==> src/rtl/prio_preempt_pkg.sv <==
package prio_preempt_pkg;

  typedef enum logic [1:0] {
    OP_NONE  = 2'd0,
    OP_ACK   = 2'd1,
    OP_EOI   = 2'd2,
    OP_WRITE = 2'd3
  } cur_op_e;

  // strict comparison: equal levels never preempt
  function automatic logic preempts(input logic [31:0] pend, input logic [31:0] cur);
    return pend > cur;
  endfunction

  // precedence among same-cycle updates of the running level
  function automatic cur_op_e pick_op(input logic ack, input logic eoi, input logic wr);
    if (ack)      return OP_ACK;
    else if (eoi) return OP_EOI;
    else if (wr)  return OP_WRITE;
    return OP_NONE;
  endfunction

  function automatic logic mode_ack(input logic hw_mode, input logic sw_ack, input logic hw_ack);
    return hw_mode ? hw_ack : sw_ack;
  endfunction

endpackage

==> src/rtl/prio_cmp.sv <==
module prio_cmp
  import prio_preempt_pkg::*;
#(
  parameter int unsigned PRIO_W = 4
) (
  input  logic [PRIO_W-1:0] pend_i,
  input  logic [PRIO_W-1:0] cur_i,
  output logic              preempt_o
);
  always_comb preempt_o = preempts(32'(pend_i), 32'(cur_i));

  always_comb begin
    if (pend_i == '0) a_r2_zero_never: assert (!preempt_o);
  end
endmodule

==> src/rtl/prio_lifo.sv <==
module prio_lifo #(
  parameter int unsigned WIDTH = 4,
  parameter int unsigned DEPTH = 15
) (
  input  logic             clk,
  input  logic             rst_n,
  input  logic             push_i,
  input  logic             pop_i,
  input  logic [WIDTH-1:0] din_i,
  output logic [WIDTH-1:0] top_o,
  output logic             empty_o,
  output logic             full_o,
  output logic             ovf_o,
  output logic             udf_o
);
  localparam int unsigned CNT_W = $clog2(DEPTH + 1);
  localparam int unsigned IDX_W = (DEPTH > 1) ? $clog2(DEPTH) : 1;

  logic [WIDTH-1:0] mem [DEPTH];
  logic [CNT_W-1:0] cnt_q;
  logic             push_ok, pop_ok;

  assign empty_o = (cnt_q == '0);
  assign full_o  = (cnt_q == CNT_W'(DEPTH));
  assign push_ok = push_i && !full_o;
  assign pop_ok  = pop_i && !empty_o;
  assign ovf_o   = push_i && full_o;
  assign udf_o   = pop_i && empty_o;
  assign top_o   = empty_o ? '0 : mem[IDX_W'(cnt_q - 1'b1)];

  always_ff @(posedge clk or negedge rst_n) begin
    if (!rst_n)       cnt_q <= '0;
    else if (push_ok) cnt_q <= cnt_q + 1'b1;
    else if (pop_ok)  cnt_q <= cnt_q - 1'b1;
  end

  always_ff @(posedge clk) begin
    if (push_ok) mem[IDX_W'(cnt_q)] <= din_i;
  end

  a_r5_depth_bound: assert property (@(posedge clk) disable iff (!rst_n)
    cnt_q <= CNT_W'(DEPTH));
  a_r7_full_drops: assert property (@(posedge clk) disable iff (!rst_n)
    ovf_o |=> full_o);
  a_r6_empty_stays: assert property (@(posedge clk) disable iff (!rst_n)
    (udf_o && !push_i) |=> empty_o);
  a_r5_push_pop_excl: assert property (@(posedge clk) disable iff (!rst_n)
    !(push_i && pop_i));
endmodule

==> src/rtl/vec_hold.sv <==
module vec_hold #(
  parameter int unsigned VEC_W = 9
) (
  input  logic             clk,
  input  logic             rst_n,
  input  logic             cap_i,
  input  logic [VEC_W-1:0] vec_i,
  input  logic             hw_mode_i,
  output logic [VEC_W-1:0] ack_vec_o,
  output logic [VEC_W-1:0] hw_vec_o
);
  logic [VEC_W-1:0] vec_q;

  always_ff @(posedge clk or negedge rst_n) begin
    if (!rst_n)     vec_q <= '0;
    else if (cap_i) vec_q <= vec_i;
  end

  assign ack_vec_o = vec_q;
  assign hw_vec_o  = hw_mode_i ? vec_q : '0;

  a_r9_hold_idle: assert property (@(posedge clk) disable iff (!rst_n)
    !cap_i |=> $stable(ack_vec_o));
  a_r9_capture: assert property (@(posedge clk) disable iff (!rst_n)
    cap_i |=> ack_vec_o == $past(vec_i));
endmodule

==> src/rtl/prio_preempt.sv <==
module prio_preempt
  import prio_preempt_pkg::*;
#(
  parameter int unsigned PRIO_W = 4,
  parameter int unsigned VEC_W  = 9,
  parameter int unsigned DEPTH  = (1 << PRIO_W) - 1
) (
  input  logic              clk,
  input  logic              rst_n,
  input  logic [PRIO_W-1:0] pend_prio_i,
  input  logic [VEC_W-1:0]  pend_vec_i,
  input  logic              hw_mode_i,
  input  logic              sw_ack_i,
  input  logic              hw_ack_i,
  input  logic              eoi_i,
  input  logic              cur_wr_i,
  input  logic [PRIO_W-1:0] cur_wdata_i,
  output logic              irq_o,
  output logic [VEC_W-1:0]  ack_vec_o,
  output logic [VEC_W-1:0]  hw_vec_o,
  output logic [PRIO_W-1:0] cur_prio_o,
  output logic              stack_err_o
);
  logic [PRIO_W-1:0] cur_q;
  logic [PRIO_W-1:0] stk_top;
  logic              stk_empty, stk_full, stk_ovf, stk_udf;
  logic              ack_sel, ack_ev, push_ev, pop_ev;
  logic              err_q;
  cur_op_e           op;

  prio_cmp #(.PRIO_W(PRIO_W)) u_cmp (
    .pend_i   (pend_prio_i),
    .cur_i    (cur_q),
    .preempt_o(irq_o)
  );

  assign ack_sel = mode_ack(hw_mode_i, sw_ack_i, hw_ack_i);
  assign ack_ev  = ack_sel && irq_o;
  assign op      = pick_op(ack_ev, eoi_i, cur_wr_i);
  assign push_ev = (op == OP_ACK);
  assign pop_ev  = (op == OP_EOI);

  prio_lifo #(.WIDTH(PRIO_W), .DEPTH(DEPTH)) u_lifo (
    .clk    (clk),
    .rst_n  (rst_n),
    .push_i (push_ev),
    .pop_i  (pop_ev),
    .din_i  (cur_q),
    .top_o  (stk_top),
    .empty_o(stk_empty),
    .full_o (stk_full),
    .ovf_o  (stk_ovf),
    .udf_o  (stk_udf)
  );

  always_ff @(posedge clk or negedge rst_n) begin
    if (!rst_n) cur_q <= '0;
    else begin
      unique case (op)
        OP_ACK:   cur_q <= pend_prio_i;
        OP_EOI:   if (!stk_empty) cur_q <= stk_top;
        OP_WRITE: cur_q <= cur_wdata_i;
        default:  cur_q <= cur_q;
      endcase
    end
  end

  always_ff @(posedge clk or negedge rst_n) begin
    if (!rst_n) err_q <= 1'b0;
    else        err_q <= err_q | stk_ovf | stk_udf;
  end

  vec_hold #(.VEC_W(VEC_W)) u_vec (
    .clk      (clk),
    .rst_n    (rst_n),
    .cap_i    (irq_o),
    .vec_i    (pend_vec_i),
    .hw_mode_i(hw_mode_i),
    .ack_vec_o(ack_vec_o),
    .hw_vec_o (hw_vec_o)
  );

  assign cur_prio_o  = cur_q;
  assign stack_err_o = err_q;

  a_r3_ack_loads: assert property (@(posedge clk) disable iff (!rst_n)
    ack_ev |=> cur_prio_o == $past(pend_prio_i));
  a_r4_eoi_restores: assert property (@(posedge clk) disable iff (!rst_n)
    (pop_ev && !stk_empty) |=> cur_prio_o == $past(stk_top));
  a_r6_empty_pop_keeps: assert property (@(posedge clk) disable iff (!rst_n)
    (pop_ev && stk_empty) |=> ($stable(cur_prio_o) && stack_err_o));
  a_r7_err_sticky: assert property (@(posedge clk) disable iff (!rst_n)
    stack_err_o |=> stack_err_o);
  a_r8_write_loads: assert property (@(posedge clk) disable iff (!rst_n)
    (cur_wr_i && !ack_ev && !eoi_i) |=> cur_prio_o == $past(cur_wdata_i));
  a_r10_ack_beats_eoi: assert property (@(posedge clk) disable iff (!rst_n)
    (ack_ev && eoi_i) |-> (push_ev && !pop_ev));
  a_r3_no_ack_idle: assert property (@(posedge clk) disable iff (!rst_n)
    (!irq_o && !eoi_i && !cur_wr_i) |=> $stable(cur_prio_o));
endmodule

==> config.mk <==
export PLATFORM = sky130hd
export DESIGN_NAME = prio_preempt
export DESIGN_NICKNAME = d
export VERILOG_FILES = /design/src/rtl/prio_preempt_pkg.sv /design/src/rtl/prio_cmp.sv /design/src/rtl/prio_lifo.sv /design/src/rtl/vec_hold.sv /design/src/rtl/prio_preempt.sv
export SDC_FILE = /design/constraint.sdc
export NUM_CORES = 1
export LEC_CHECK = 0
export CAP_MARGIN = 10
export CORE_ASPECT_RATIO = 1.75
export CORE_UTILIZATION = 40
export CTS_CLUSTER_DIAMETER = 40
export DETAILED_ROUTE_END_ITERATION = 7
export DONT_BUFFER_PORTS = 1
export PLACE_DENSITY_LB_ADDON = 0.1
export SYNTH_ARGS = -nofsm -noshare
export SYNTH_HDL_FRONTEND = slang
export SYNTH_HIERARCHICAL = 1
export SYNTH_SLANG_ARGS = --single-unit
==> constraint.sdc <==
create_clock -name clk -period 4.5 [get_ports clk]
set_input_delay 0.675 -clock clk [delete_from_list [all_inputs] [get_ports clk]]
set_output_delay 0.675 -clock clk [all_outputs]
set_load 0.02 [all_outputs]
Yosys cells after proc, flatten, opt, wreduce, memory -nomap -nowiden. Memories as Yosys holds them, arrays and structs flattened. Index checks and enable logic that the tools add are counted.

Input bits: 24. RAM bits: 60. Register bits after elaboration: 18. ROM bits: 0. Latch bits: 0. Word-level logic and storage cells: 41. Memories: 1.

Equal/unequal tests: 5. Mux-type cells: 15. Reductions and logical operators: 11. Add/subtract/negate cells: 2. Order comparisons: 1. Shift operators: 0. Bitwise operators: 2. Divide/modulo/power cells: 0. Multipliers: 0.

Memories: u_lifo.mem (words 15, width 4, rd ports 1, clocked after memory_dff 0, write ports 1, line prio_lifo.sv:19) `logic [WIDTH-1:0] mem [DEPTH];`.

Operators by type and width (count): 2-to-1 mux 4 bit (3); case mux 4 bit (3 select lines) (1); 2-to-1 mux 9 bit (1); 2-to-1 mux 2 bit (4); 2-to-1 mux 1 bit (6); logical AND 1 bit (5); adder 4 x 1 -> 4 bit, second input constant (1); equality test 2 bit, second input constant (2); equality test 4 bit, second input constant (1); greater-than comparator 4 bit (1); zero test 4 bit (1); subtractor 4 x 1 -> 4 bit, second input constant (1); nonzero test 3 bit (1); equality test 2 x 1 -> 1 bit, second input constant (1); zero test 1 bit (2); != test 2 bit, second input constant (1); bitwise OR 1 bit (2); AND reduction 2 bit (1); nonzero test 2 bit (1).

Longest topological paths before layout. Gate-level depths: netlist of the first run.

Depth after elaboration: 8. Gate-level depth with buffers: 12. Depth with buffers taken out: 11.

By module. Netlist of the first run, hierarchy kept.

Modules (own cells, without submodules): prio_lifo (cells each 199, area each 2947.8 µm², times used 1); vec_hold (cells each 28, area each 427.9 µm², times used 1); prio_preempt (cells each 29, area each 376.6 µm², times used 1); prio_cmp (cells each 13, area each 98.8 µm², times used 1).

Worst setup path after synthesis of the first run. OpenSTA, ideal clock, no wires.

Path kind: register to register. Start: register u_lifo.cnt_q[0]. End: register cur_q[2] (netlist: cur_prio_o[2]). Cell stages (with the launch flop): 12. Data arrival time: 3.145 ns. Buffers on the path: 2. Setup slack: 1.230 ns. Required time: 4.375 ns. Period minus slack after synthesis: 3.270 ns. Setup time: 0.125 ns. Cell sequence: dfrtp_1 -> buf_2 -> buf_2 -> inv_1 -> ha_1 -> xnor2_1 -> mux2_2 -> mux4_1 -> and2_1 -> mux2i_1 -> mux2i_1 -> mux2_4.

Cells in the longest elaborated chain, start to end: 4.

Ends and longest elaborated chain: start, declared (line prio_lifo.sv:20) `logic [CNT_W-1:0] cnt_q;`; start signal, assigned (line prio_lifo.sv:33) `else if (push_ok) cnt_q <= cnt_q + 1'b1;`; start signal, assigned (line prio_lifo.sv:34) `else if (pop_ok) cnt_q <= cnt_q - 1'b1;`; subtractor 4 x 1 -> 4 bit (line prio_lifo.sv:29) `assign top_o = empty_o ? '0 : mem[IDX_W'(cnt_q - 1'b1)];`; memory read (15 x 4 bit); net stk_top[2] (line prio_preempt.sv:25) `logic [PRIO_W-1:0] stk_top;`; 2-to-1 mux 4 bit (line prio_preempt.sv:61) `OP_EOI: if (!stk_empty) cur_q <= stk_top;`; case mux 4 bit (3 select lines) (line prio_preempt.sv:59) `unique case (op)`; end signal, assigned (line prio_preempt.sv:60) `OP_ACK: cur_q <= pend_prio_i;`; end signal, assigned (line prio_preempt.sv:61); end signal, assigned (line prio_preempt.sv:62) `OP_WRITE: cur_q <= cur_wdata_i;`; end, declared (line prio_preempt.sv:24) `logic [PRIO_W-1:0] cur_q;`.

The timed path passes the listed nets, and every way through them passes these cells. The select of a mux whose other input is x is not followed. A chain may end at the register's enable or synchronous reset.

Final worst setup path of the first run.
Start: register u_lifo.cnt_q[1]. End: register cur_q[2] (netlist: cur_prio_o[2]).

Same word-level chain as after synthesis.

==> flow_metrics.py, run 1 <==
metrics = {
    "die": {
        "io_pins": 48,
        "rows": 47,
        "initial_core_util_pct": 40.93,
        "die_w_um": 76.18,
        "core-area_um2": 9409,
        "chipHeight_um": 131.8,
        "dieArea_um2": 10040,
    },
    "timing": {
        "setup_ws_ns": 1.161,
        "maxSlewHeadroom_pct": 30.54,
        "rsz0062_at_grt": "no",
        "hold_viol_final": 0,
        "period_needed_ns": 3.339,
        "drv_slew": 0,
        "timing.fmax_mhz": 299.5,
        "skew_ns": 0.006170,
        "fin_crit_sh_pct": 74.20,
        "setup_violations": 0,
        "tightest_slew_ns": 1.037,
        "tns_ns": 0,
    },
    "clock_network": {
        "tritoncts": "built",
        "clockBufferDepth": 2,
        "clock_latency_ns": 0.33,
        "ctsHoldBuffers": 0,
        "clk_pin_slew_ns": 0.06,
        "root_buffer": "clkbuf_16",
        "cts.sinks": 78,
        "numCtsBuffers": 9,
        "cts_max_level": 3,
        "cts_resized": 0,
        "post_cts_buffers": 0,
    },
    "detailed_routing": {
        "finalWirelength_mm": 8.188,
        "vias": 2148,
        "ant_nets": 0,
        "drc": 0,
        "via_per_inst": 5.411,
        "first_iter_violations": 176,
        "wl_per_cell_um": 20.62,
        "dr.pass1.iters": 4,
    },
    "critical_path": {
        "critPathKind": "reg -> reg",
        "arrival_ns": 3.55,
        "setup.worst_path.end_class": "register",
        "crit_path_max_fanout": 16,
        "cp_top_family": "multiplexers",
        "r2r-start": "u_lifo/cnt_q[1]",
        "required_ns": 4.71,
        "max_stage_delay_ns": 0.81,
        "critPathMostFrequentCell": "mux2i_1",
        "slowest_stage": "xnor2_2",
        "critPathBufInv": 1,
        "crit_chain": "inv_1 -> ha_1 -> xnor2_2 -> mux2_2 -> mux4_1 -> and2_1 -> mux2i_1 -> mux2i_1 -> mux2_4",
        "startpoint": "u_lifo/cnt_q[1]",
        "cp-start-kind": "register",
    },
    "pwr": {
        "p_per_area_nw_per_um2": 817.5,
        "ir_drop_mv": 0.3633,
        "p_leak_nw": 1.620,
    },
    "placed_design": {
        "dp_worst_setup_slack_ns": 1.089,
        "port_buffers": 0,
        "gp_congestion": 0.8278,
        "place_area_um2": 3964,
        "dp_hpwl_mm": 5.909,
    },
    "status": {
        "outcome": "complete, no violations",
    },
    "synth": {
        "syn_inst": 269,
        "async_reset_ff_share_pct": 23.08,
        "synth_edf_count": 60,
        "synth_top_area_cell": "edfxtp_1",
        "synth_cell_types": 38,
        "synth_area_um2": 3851,
        "yosysWarnings": 6,
        "ys.flop_type": "edfxtp_1",
        "yosysSeqAreaShare_pct": 58.48,
        "syn_nets": 303,
        "synth.area.top_cells": "edfxtp_1 (47%), dfrtp_1 (12%), mux2i_1 (7.0%)",
        "synth_area_per_cell_um2": 14.32,
        "ys_seq_elements": 78,
        "synth_top_area_share_pct": 46.78,
    },
    "global_routing": {
        "grt_max_degree": 43,
        "grt_pass1_vias": 2324,
        "antenna_found_initial": 0,
        "grt_pass1_wl_mm": 13.05,
        "grtUsageTotal_pct": 17.93,
        "overflow": 0,
    },
    "hold_path": {
        "hp-class": "in -> async",
    },
    "final_layout": {
        "drive_gt1_share_pct": 17.45,
        "multi_input_area_um2": 1484,
        "antenna_cells": 0,
        "final_nets": 304,
        "final_common_cell": "edfxtp_1",
        "layout_common_cells": "edfxtp_1 (60), mux2i_1 (27), and2_1 (21), dfrtp_1 (18), mux2_4 (14)",
        "area_delta_synth_final_pct": 11.08,
        "fill_cells": 878,
        "fin_area_um2": 4278,
        "seqCellArea_um2": 2252,
    },
    "flow_run": {
        "drv_cap": 0,
    },
}
-- cell families (layout without fill, tap and decap cells) --
kind of cell             after synthesis  count (layout)  share of synthesized area, %
AND/OR/NAND/NOR                       80              80                         12.74
adder cells (fa/ha/maj)               10              10                         3.249
buffers and inverters                 25              31                         3.281
flip-flops                            78              78                         58.48
XOR/XNOR                               7               7                         1.592
multiplexers                          53              53                         17.45
AO/OA/AOI/OAI                         16              16                         3.217
-- registers in the layout (all words and copies together), names as in the netlist --
signal	flops
u_lifo/mem	60
u_vec/ack_vec_o	9
u_lifo/cnt_q	4
stack_err_o	1
cur_prio_o	4
-- final cells by class --
class | count | area share, %
clock buffers | 9 | 5.265
clock inverters | 7 | 2.077
inverters | 10 | 0.8775
multi-input cells | 166 | 34.69
flip-flops and latches | 78 | 52.65
well taps | 122 | 3.568
repair buffers | 5 | 0.8775
-- per-stage QoR --
| step | utilization (%) | power [mW] | hold slack (ns) | instances |
|---|---|---|---|---|
| after global placement | 42.13 | 2.771 | 0.3801 | 381 |
| after global routing | 45.47 | 3.714 | 0.01682 | 397 |
| after CTS | 45.47 | 3.532 | 0.02514 | 397 |
| after detailed placement | 42.13 | 2.772 | 0.3800 | 381 |
| final | 45.47 | 3.497 | 0.03358 | 397 |
| after floorplan | - | 2.357 | 0.3794 | 269 |
-- report_power, final --
part	leakage [nW]	internal [mW]	switching, mW
registers	0.750	0.982	0.250
clock network	0.150	0.481	0.276
logic	0.720	0.680	0.829
total	1.62	2.14	1.35
-- path summary, 6_finish.rpt --
path	endpoint	slack [ns]	depth (start not counted)
setup / recovery	cur_prio_o[2]	1.16	9
hold / removal	u_vec/ack_vec_o[5]	0.03	0
setup reg to reg	cur_prio_o[2]	1.16	9
hold reg to reg	u_lifo/cnt_q[0]	0.61	2
max in group asynchronous	u_lifo/cnt_q[0]	4.39	0
min in group clk	u_vec/ack_vec_o[8]	0.48	1
-- per-layer routing --
| metal | global-route usage, % | routed length, um | share of wire [%] |
|---|---|---|---|
| met1 | 17.88 | 2912 | 36 |
| met2 | 35.05 | 4797 | 59 |
| met5 | 0 | 0 | 0 |
| met3 | 4.291 | 336 | 4.1 |
| met4 | 6.731 | 142 | 1.7 |
-- Yosys cell counts (all sizes together), types with 6 or more instances --
cell type	instances
and2	22
buf	8
clkbuf	7
dfrtp	18
edfxtp	60
ha	10
inv	10
mux2	22
mux2i	27
nand2	9
nand3b	6
nor3	11
nor3b	13
Note: power is estimated with default switching activity, not from simulation.
==> inputs of run 2 (changes only) <==
Clock period 4.5 ns to 2.7 ns, I/O delays scaled along.
==> run 2 against run 1 <==
  * Die area is the same
  * Core utilization grew 2.5 points
  * Final cell count increased by 4.3%
  * Sequential share of layout area down 2.8 points
  * Non-clock buffer count up 17
==> flow_metrics.py, run 2 (synthesis results as in run 1) <==
metrics = {
    "global_routing": {
        "grt_pass1_wl_mm": 13.19,
        "grt_pass1_vias": 2378,
        "grtUsageTotal_pct": 17.91,
        "antenna_found_initial": 0,
        "overflow": 0,
        "grt_max_degree": 26,
    },
    "die": {
        "die_w_um": 76.18,
        "rows": 47,
        "core-area_um2": 9409,
        "chipHeight_um": 131.8,
        "io_pins": 48,
        "dieArea_um2": 10040,
        "initial_core_util_pct": 40.93,
    },
    "timing": {
        "hold_viol_final": 0,
        "fin_crit_sh_pct": 93.88,
        "drv_slew": 0,
        "timing.fmax_mhz": 394.5,
        "skew_ns": 0.004593,
        "maxSlewHeadroom_pct": 40.54,
        "tightest_slew_ns": 0.8890,
        "rsz0062_at_grt": "no",
        "setup_violations": 0,
        "period_needed_ns": 2.535,
    },
    "clock_network": {
        "root_buffer": "clkbuf_16",
        "numCtsBuffers": 9,
        "cts.sinks": 78,
        "tritoncts": "built",
        "post_cts_buffers": 0,
        "cts_max_level": 3,
        "clock_latency_ns": 0.33,
        "clk_pin_slew_ns": 0.06,
        "clockBufferDepth": 2,
    },
    "final_layout": {
        "drive_gt1_share_pct": 24.66,
        "largest_register": "u_lifo/mem",
        "final_common_cell": "edfxtp_1",
        "final_cells": 414,
        "antenna_cells": 0,
        "seqCellArea_um2": 2252,
        "area_delta_synth_final_pct": 17.28,
        "largest_reg_flops": 60,
        "final_nets": 321,
        "layout_common_cells": "edfxtp_1 (60), mux2i_1 (27), and2_1 (21), buf_4 (19), dfrtp_1 (18)",
        "fill_cells": 839,
        "multi_input_area_um2": 1535,
    },
    "critical_path": {
        "setup.worst_path.end_class": "register",
        "arrival_ns": 2.75,
        "crit_path_max_fanout": 5,
        "slowest_stage": "mux4_2",
        "r2r_cells": 9,
        "crit_chain": "inv_2 -> ha_4 -> xnor2_4 -> mux2_2 -> mux4_2 -> and2_1 -> mux2i_1 -> mux2i_1 -> mux2_4",
        "critPathMostFrequentCell": "mux2i_1",
        "max_stage_delay_ns": 0.47,
        "required_ns": 2.92,
        "r2r_end": "cur_prio_o[2]",
        "r2r-start": "u_lifo/cnt_q[0]",
        "r2r_setup_slack_ns": 0.17,
        "cp-start-kind": "register",
        "critPathKind": "reg -> reg",
    },
    "placed_design": {
        "dp_hpwl_mm": 6.122,
        "port_buffers": 0,
        "gp_congestion": 0.8296,
        "place_inst": 397,
    },
    "hold_path": {
        "hold_path.startpoint": "pend_vec_i[1]",
        "holdPathStages": 1,
        "hp-class": "in -> reg",
        "holdPathEnd": "u_vec/ack_vec_o[1]",
    },
    "detailed_routing": {
        "vias": 2206,
        "drc": 0,
        "via_per_inst": 5.329,
        "dr.pass1.iters": 4,
        "ant_nets": 0,
        "first_iter_violations": 145,
        "finalWirelength_mm": 8.226,
        "wl_per_cell_um": 19.87,
    },
    "pwr": {
        "p_leak_nw": 1.727,
        "p_per_area_nw_per_um2": 1403,
        "p_total_mw": 6.335,
        "ir_drop_mv": 0.8316,
    },
    "status": {
        "outcome": "complete, no violations",
    },
    "flow_run": {
        "drv_cap": 0,
    },
}
-- run 2: cell types whose count changed in the layout (fill, tap and decap cells not counted), moves of 2 or more --
| cell | previous run | this run |
|---|---|---|
| buf_4 | 5 | 19 |
| buf_12 | 0 | 2 |
| inv_1 | 10 | 8 |
| inv_2 | 0 | 2 |
| xor2_1 | 4 | 2 |
-- run 2: layer usage --
metal	GRT usage [%]	vias up	routed length (um)
met5	0	-	0
met4	7.692	0	121
met3	3.045	8	280
met2	34.34	57	4774
met1	18.87	1095	3049
li1	-	1046	-
-- run 2: worst max-delay path: cells and delay by family, from the launching register on --
kind	cells	cell delay, ns
buffers and inverters	1	0.07
XOR/XNOR	1	0.29
adder cells (fa/ha/maj)	1	0.21
AND/OR/NAND/NOR	1	0.18
flip-flops	1	0.35
multiplexers	5	1.31
-- run 2: final cells by class --
type	count	area share, %
flip-flops and latches	78	49.86
multi-input cells	166	33.99
clock buffers	9	4.986
repair buffers	22	4.266
well taps	122	3.379
clock inverters	7	2.687
inverters	10	0.8310
-- run 2: power by group --
group / total (mW) / internal [mW] / switching, mW
Clock: 1.39 / 0.907 / 0.479
Sequential: 1.87 / 1.64 / 0.230
Combinational: 3.08 / 1.43 / 1.66
Total: 6.34 / 3.97 / 2.37
-- run 2: how the worst max path moves through the flow --
stage / endpoint / start / slack, ns / cells after the start
global placement: cur_prio_o[2] / u_lifo/cnt_q[0] / 0.06 / 9
CTS: cur_prio_o[2] / u_lifo/cnt_q[0] / 0.00002 / 9
finish: cur_prio_o[2] / u_lifo/cnt_q[0] / 0.17 / 9
global route: cur_prio_o[2] / u_lifo/cnt_q[0] / 0.05 / 9
floorplan: cur_prio_o[2] / u_lifo/cnt_q[0] / -0.20 / 11
detailed placement: cur_prio_o[2] / u_lifo/cnt_q[0] / 0.006 / 9
-- run 2: metrics by stage --
stage                     hold slack, ns  utilization [%]  worst slack (ns)  setup TNS (ns)  instance area [um^2]
after CTS                         0.2062            47.91        0.00002331               0                  4508
after detailed placement          0.1099            44.12          0.005927               0                  4151
after global placement            0.1099            44.12           0.06024               0                  4151
after floorplan                   0.1094                -           -0.2006         -0.2006                  3910
final                             0.2186            48.01            0.1652               0                  4517
after global routing              0.2010            48.01           0.05085               0                  4517
-- run 2: what timing repair did --
action | in CTS | in global routing
hold buffers | 1 | 0
hold endpoints to repair | 18 | 0
endpoints found under the setup margin | 0 | 7
gates resized for setup | 0 | 5
